===== src/rtl/dbell_pkg.sv =====
package dbell_pkg;

  // Result class of one observed write.
  typedef enum logic [1:0] {
    DB_NONE  = 2'd0,
    DB_RING  = 2'd1,
    DB_FAULT = 2'd2
  } db_kind_e;

  // Diagnosis of a write against the window rules.
  typedef struct packed {
    logic in_win;
    logic width_bad;
    logic lanes_bad;
    logic stride_bad;
    logic range_bad;
  } db_diag_t;

  function automatic int unsigned idx_bits(input int unsigned max_idx);
    return (max_idx < 1) ? 1 : $clog2(max_idx + 1);
  endfunction

  function automatic int unsigned stride_shift(input int unsigned stride);
    return (stride < 2) ? 0 : $clog2(stride);
  endfunction

endpackage


===== src/rtl/dbell_window.sv =====
module dbell_window #(
  parameter int unsigned ADDR_W    = 12,
  parameter int unsigned BUS_BYTES = 4,
  parameter int unsigned WIDTH_B   = 4,
  parameter int unsigned BASE_OFF  = 256,
  parameter int unsigned WIN_LEN   = 64,
  localparam int unsigned LANE_W   = (BUS_BYTES < 2) ? 1 : $clog2(BUS_BYTES)
) (
  input  logic [ADDR_W-1:0]    addr,
  input  logic [BUS_BYTES-1:0] be,
  output logic [ADDR_W-1:0]    off,
  output logic [LANE_W-1:0]    lane,
  output logic                 in_win,
  output logic                 width_bad,
  output logic                 lanes_bad
);

  localparam logic [ADDR_W-1:0] BASE_A  = ADDR_W'(BASE_OFF);
  localparam logic [ADDR_W-1:0] LEN_A   = ADDR_W'(WIN_LEN);
  localparam logic [ADDR_W-1:0] WALIGN  = ADDR_W'(WIDTH_B - 1);
  localparam int unsigned       WIDE_W  = 2 * BUS_BYTES;
  localparam logic [WIDE_W-1:0] WMASK   = WIDE_W'((1 << WIDTH_B) - 1);

  logic [WIDE_W-1:0] lane_pattern;

  always_comb begin
    off          = addr - BASE_A;
    lane         = addr[LANE_W-1:0];
    in_win       = (addr >= BASE_A) && (off < LEN_A);
    width_bad    = (addr & WALIGN) != '0;
    lane_pattern = WMASK << lane;
    // Pattern spilling past the top lane can never be met.
    lanes_bad    = (be != lane_pattern[BUS_BYTES-1:0]) ||
                   (lane_pattern[WIDE_W-1:BUS_BYTES] != '0);
  end

endmodule


===== src/rtl/dbell_index.sv =====
module dbell_index #(
  parameter int unsigned ADDR_W    = 12,
  parameter int unsigned BUS_BYTES = 4,
  parameter int unsigned WIDTH_B   = 4,
  parameter int unsigned STRIDE    = 8,
  parameter int unsigned MAX_IDX   = 5,
  localparam int unsigned LANE_W   = (BUS_BYTES < 2) ? 1 : $clog2(BUS_BYTES),
  localparam int unsigned IDX_W    = dbell_pkg::idx_bits(MAX_IDX)
) (
  input  logic [ADDR_W-1:0]      off,
  input  logic [LANE_W-1:0]      lane,
  input  logic [8*BUS_BYTES-1:0] data,
  output logic [IDX_W-1:0]       idx,
  output logic                   stride_bad,
  output logic                   range_bad
);

  generate
    if (STRIDE == 0) begin : g_shared
      // All doorbells share the base address; the value names the doorbell.
      localparam int unsigned VW = 8 * WIDTH_B;
      localparam logic [VW-1:0] VMAX = VW'(MAX_IDX);
      logic [VW-1:0] val;
      always_comb begin
        val        = VW'(data >> {lane, 3'b000});
        stride_bad = off != '0;
        range_bad  = val > VMAX;
        idx        = val[IDX_W-1:0];
      end
    end else begin : g_stride
      localparam int unsigned SHIFT = dbell_pkg::stride_shift(STRIDE);
      localparam logic [ADDR_W-1:0] SMASK = ADDR_W'(STRIDE - 1);
      localparam logic [ADDR_W-1:0] AMAX  = ADDR_W'(MAX_IDX);
      logic [ADDR_W-1:0] raw;
      logic              unused_payload;
      always_comb begin
        raw            = off >> SHIFT;
        stride_bad     = (off & SMASK) != '0;
        range_bad      = raw > AMAX;
        idx            = raw[IDX_W-1:0];
        unused_payload = ^{data, lane};
      end
    end
  endgenerate

endmodule


===== src/rtl/dbell_out_reg.sv =====
module dbell_out_reg #(
  parameter int unsigned IDX_W = 3
) (
  input  logic             clk,
  input  logic             rst_n,
  input  logic             fire,
  input  logic             fault,
  input  logic [IDX_W-1:0] idx_in,
  output logic             pulse,
  output logic             err,
  output logic [IDX_W-1:0] idx
);

  logic             pulse_nxt;
  logic             err_nxt;
  logic             idx_en;
  logic [IDX_W-1:0] idx_nxt;

  always_comb begin
    pulse_nxt = fire;
    err_nxt   = fault & ~fire;
    idx_en    = fire;
    idx_nxt   = idx_in;
  end

  always_ff @(posedge clk or negedge rst_n) begin
    if (!rst_n) begin
      pulse <= 1'b0;
      err   <= 1'b0;
    end else begin
      pulse <= pulse_nxt;
      err   <= err_nxt;
    end
  end

  always_ff @(posedge clk or negedge rst_n) begin
    if (!rst_n) begin
      idx <= '0;
    end else if (idx_en) begin
      idx <= idx_nxt;
    end
  end


  ring_err_excl_chk: assert property (@(posedge clk) disable iff (!rst_n)
    !(pulse && err));

endmodule


===== src/rtl/dbell_decoder.sv =====
module dbell_decoder #(
  parameter int unsigned ADDR_W    = 12,
  parameter int unsigned BUS_BYTES = 4,
  parameter int unsigned WIDTH_B   = 4,
  parameter int unsigned BASE_OFF  = 256,
  parameter int unsigned STRIDE    = 8,
  parameter int unsigned MAX_IDX   = 5,
  parameter int unsigned WIN_LEN   = 64,
  localparam int unsigned LANE_W   = (BUS_BYTES < 2) ? 1 : $clog2(BUS_BYTES),
  localparam int unsigned IDX_W    = dbell_pkg::idx_bits(MAX_IDX)
) (
  input  logic                   clk,
  input  logic                   rst_n,
  input  logic                   wr_valid,
  input  logic [ADDR_W-1:0]      wr_addr,
  input  logic [BUS_BYTES-1:0]   wr_be,
  input  logic [8*BUS_BYTES-1:0] wr_data,
  output logic                   ring_pulse,
  output logic [IDX_W-1:0]       ring_idx,
  output logic                   ring_err
);

  import dbell_pkg::*;

  localparam logic [IDX_W-1:0] IDX_TOP = IDX_W'(MAX_IDX);

  logic [ADDR_W-1:0] off;
  logic [LANE_W-1:0] lane;
  logic [IDX_W-1:0]  idx_calc;
  db_diag_t          diag;
  logic              fire;
  logic              fault;

  dbell_window #(
    .ADDR_W   (ADDR_W),
    .BUS_BYTES(BUS_BYTES),
    .WIDTH_B  (WIDTH_B),
    .BASE_OFF (BASE_OFF),
    .WIN_LEN  (WIN_LEN)
  ) u_win (
    .addr     (wr_addr),
    .be       (wr_be),
    .off      (off),
    .lane     (lane),
    .in_win   (diag.in_win),
    .width_bad(diag.width_bad),
    .lanes_bad(diag.lanes_bad)
  );

  dbell_index #(
    .ADDR_W   (ADDR_W),
    .BUS_BYTES(BUS_BYTES),
    .WIDTH_B  (WIDTH_B),
    .STRIDE   (STRIDE),
    .MAX_IDX  (MAX_IDX)
  ) u_idx (
    .off       (off),
    .lane      (lane),
    .data      (wr_data),
    .idx       (idx_calc),
    .stride_bad(diag.stride_bad),
    .range_bad (diag.range_bad)
  );

  always_comb begin
    fault = wr_valid & diag.in_win &
            (diag.width_bad | diag.lanes_bad | diag.stride_bad | diag.range_bad);
    fire  = wr_valid & diag.in_win & ~fault;
  end

  dbell_out_reg #(
    .IDX_W(IDX_W)
  ) u_out (
    .clk   (clk),
    .rst_n (rst_n),
    .fire  (fire),
    .fault (fault),
    .idx_in(idx_calc),
    .pulse (ring_pulse),
    .err   (ring_err),
    .idx   (ring_idx)
  );


  idle_quiet_chk: assert property (@(posedge clk) disable iff (!rst_n)
    !wr_valid |=> (!ring_pulse && !ring_err));


  outside_quiet_chk: assert property (@(posedge clk) disable iff (!rst_n)
    (wr_valid && !diag.in_win) |=> (!ring_pulse && !ring_err));


  misalign_fault_chk: assert property (@(posedge clk) disable iff (!rst_n)
    (wr_valid && diag.in_win && (diag.stride_bad || diag.width_bad))
      |=> (ring_err && !ring_pulse));


  idx_bound_chk: assert property (@(posedge clk) disable iff (!rst_n)
    ring_pulse |-> (ring_idx <= IDX_TOP));


  ring_hold_chk: assert property (@(posedge clk) disable iff (!rst_n)
    (ring_pulse && !fire) |=> !ring_pulse);

endmodule


===== config.mk =====
export PLATFORM = sky130hd
export DESIGN_NAME = dbell_decoder
export DESIGN_NICKNAME = d
export VERILOG_FILES = /design/src/rtl/dbell_pkg.sv /design/src/rtl/dbell_window.sv /design/src/rtl/dbell_index.sv /design/src/rtl/dbell_out_reg.sv /design/src/rtl/dbell_decoder.sv
export SDC_FILE = /design/constraint.sdc
export NUM_CORES = 1
export LEC_CHECK = 0
export CAP_MARGIN = 20
export CELL_PAD_IN_SITES_DETAIL_PLACEMENT = 1
export CELL_PAD_IN_SITES_GLOBAL_PLACEMENT = 1
export CORE_AREA = 4 4 41 43
export CTS_BUF_LIST = sky130_fd_sc_hd__clkbuf_16
export CTS_CLUSTER_DIAMETER = 100
export DETAILED_ROUTE_END_ITERATION = 8
export DIE_AREA = 0 0 45 47
export DONT_BUFFER_PORTS = 1
export PLACE_DENSITY_LB_ADDON = 0.1
export RECOVER_POWER = 25
export SYNTH_ARGS = -nofsm -noshare
export SYNTH_HDL_FRONTEND = slang
export SYNTH_HIERARCHICAL = 1
export SYNTH_SLANG_ARGS = --single-unit

===== constraint.sdc =====
create_clock -name clk -period 1.8 [get_ports clk]
set_input_delay 0.36 -clock clk [delete_from_list [all_inputs] [get_ports clk]]
set_output_delay 0.36 -clock clk [all_outputs]
set_load 0.02 [all_outputs]

==> reports/results.ini <==
[synthesis]
syn_area_per_cell_um2 = 9.51
synth_fp_nets = 97
yosys_warnings = 6
netlist_area_um2 = 409
synthCells = 43

[finish]
area_growth_pct = 24.8
diodes = 0
drive_gt1_share_pct = 45.2
num-fill-cells = 151
final_nets = 97

[critical_path]
worstPathArrival_ns = 1.78
r2r-start = u_out/idx[0]
r2r_cells = 1
critPathKind = in2reg
endpoint_kind = register
cp-endpoint = u_out/idx[2]
rrSetupSlack_ns = 0.94
start_kind = input pin
critPathMaxFanout = 5
critical_path_required_ns = 1.91
startpoint = wr_addr[8]
r2r_end = u_out/idx[0]

[floorplan]
die_area_um2 = 2120
start_util_pct = 31.4
ios = 56
die_h_um = 47
die_x_um = 45
core_um2 = 1300
num_rows = 13

[placement]
dp_hpwl_um = 745
dp_slack_ns = -0.113
port_buffers = 0
gp_congestion = 0.795

[global_route]
gr-usage-all-layers_pct = 9.81
antenna_found_initial = 0
grt_pass1_vias = 319
grt_pass1_wl_mm = 1.28
overflow = 0
grt_max_degree = 6

[clock_tree]
clock_latency_ns = 0.23
cts_resized = 0
clk_pin_slew_ns = 0.03
cts_max_path_buffers = 2
cts_tree = yes
cts_sinks = 5
cts_root_buf = clkbuf_16
cts_buffers = 3
htree_num_levels = 1

[timing]
relSlewSlack_pct = 82.7
finalSetupViolations = 0
rsz0062_at_grt = no
slew_viol_final = 0
timing.final.ws_setup_ns = 0.130
finalSetupTns_ns = 0
finalCritPeriodShare_pct = 92.8
worst_slew_pin_slew_ns = 0.257
finClkSkew_ns = 0
min_period_ns = 1.67
fmax_mhz = 599
finalHoldViolCount = 0

[power]
ir_worst_vdd_uv = 277
total_power_mw = 0.506
leakagePower_nw = 0.232
powerDensity_nw_per_um2 = 992

[detailed_routing]
drtPass1Iterations = 1
drtIter0Drc = 0
drc = 0
avgRoutedWirePerCell_um = 15.2
routed_via_density = 4.82
vias = 275
drt_wl_total_um = 864
final_antenna_net_count = 0

[worst_hold_path]
min_path_type = in2reg

[run]
maxCapViolCount = 0

[run_status]
outcome = finished, final reports clean

[how the worst min path moves through the flow]
stage | start | end | slack [ns] | depth (start not counted)
5_1_grt | wr_addr[5] | u_out/idx[2] | 0.27 | 1
2_1_floorplan | rst_n | u_out/err | 0.06 | 0
3_5_place_dp | rst_n | u_out/idx[2] | 0.06 | 0
6_report | wr_addr[4] | u_out/idx[1] | 0.28 | 1
3_3_place_gp | rst_n | u_out/pulse | 0.06 | 0
4_1_cts | wr_addr[4] | u_out/idx[1] | 0.27 | 1
[critical path, cell delays in order]
cell,delay (ns)
inv_6,0.02
ha_4,0.25
inv_2,0.03
nor4_1,0.25
nand2_1,0.10
nor4_2,0.19
and3_4,0.28
mux2_4,0.30
[metal layers]
| metal | vias up | wire length (um) | track usage [%] |
|---|---|---|---|
| li1 | 129 | - | - |
| met1 | 120 | 281 | 7.99 |
| met2 | 21 | 404 | 15.0 |
| met3 | 5 | 129 | 4.60 |
| met4 | 0 | 50 | 14.0 |
| met5 | - | 0 | 0 |
[flip-flops by register name (all words and copies together), names as in the netlist]
register     cells
u_out/idx        3
u_out/err        1
u_out/pulse      1
[placed cells by master, fill, tap and decap left out, drive strengths merged, types with 2 or more instances in the layout]
cell,instances
ha,3
inv,4
nand2,3
or2,2
clkbuf,3
nor4,2
mux2,3
dfrtp,5
xor2,2
nor3,2
buf,5
[report_power, final]
group / internal [mW] / switching, mW
Sequential: 0.114 / 0.000780
Clock: 0.287 / 0.0683
Combinational: 0.0209 / 0.0156
Total: 0.422 / 0.0847
[through the flow]
stage | hold WS [ns] | cell area, um^2 | utilization, % | cells
after floorplan | 0.0644 | 452 | - | 43
after global placement | 0.0645 | 422 | 32.4 | 52
after detailed placement | 0.0645 | 422 | 32.4 | 52
after global routing | 0.274 | 510 | 39.2 | 57
final | 0.279 | 510 | 39.2 | 57
after CTS | 0.275 | 510 | 39.2 | 57
[area by class of cell]
cell class              instances  area [um^2]  share of cell area [%]
clock buffers                   3         75.1                    14.7
clock inverters                 1         3.75                   0.735
inverters                       3         21.3                    4.17
multi-input cells              24          219                    42.9
flip-flops and latches          5          125                    24.5
well taps                      15         18.8                    3.68
repair buffers                  6         47.5                    9.31
[repair_timing]
item,in CTS,in global routing
hold buffers,1,0
hold endpoints to repair,5,0
setup buffers,0,0
Note: power is estimated with default switching activity, not from simulation.
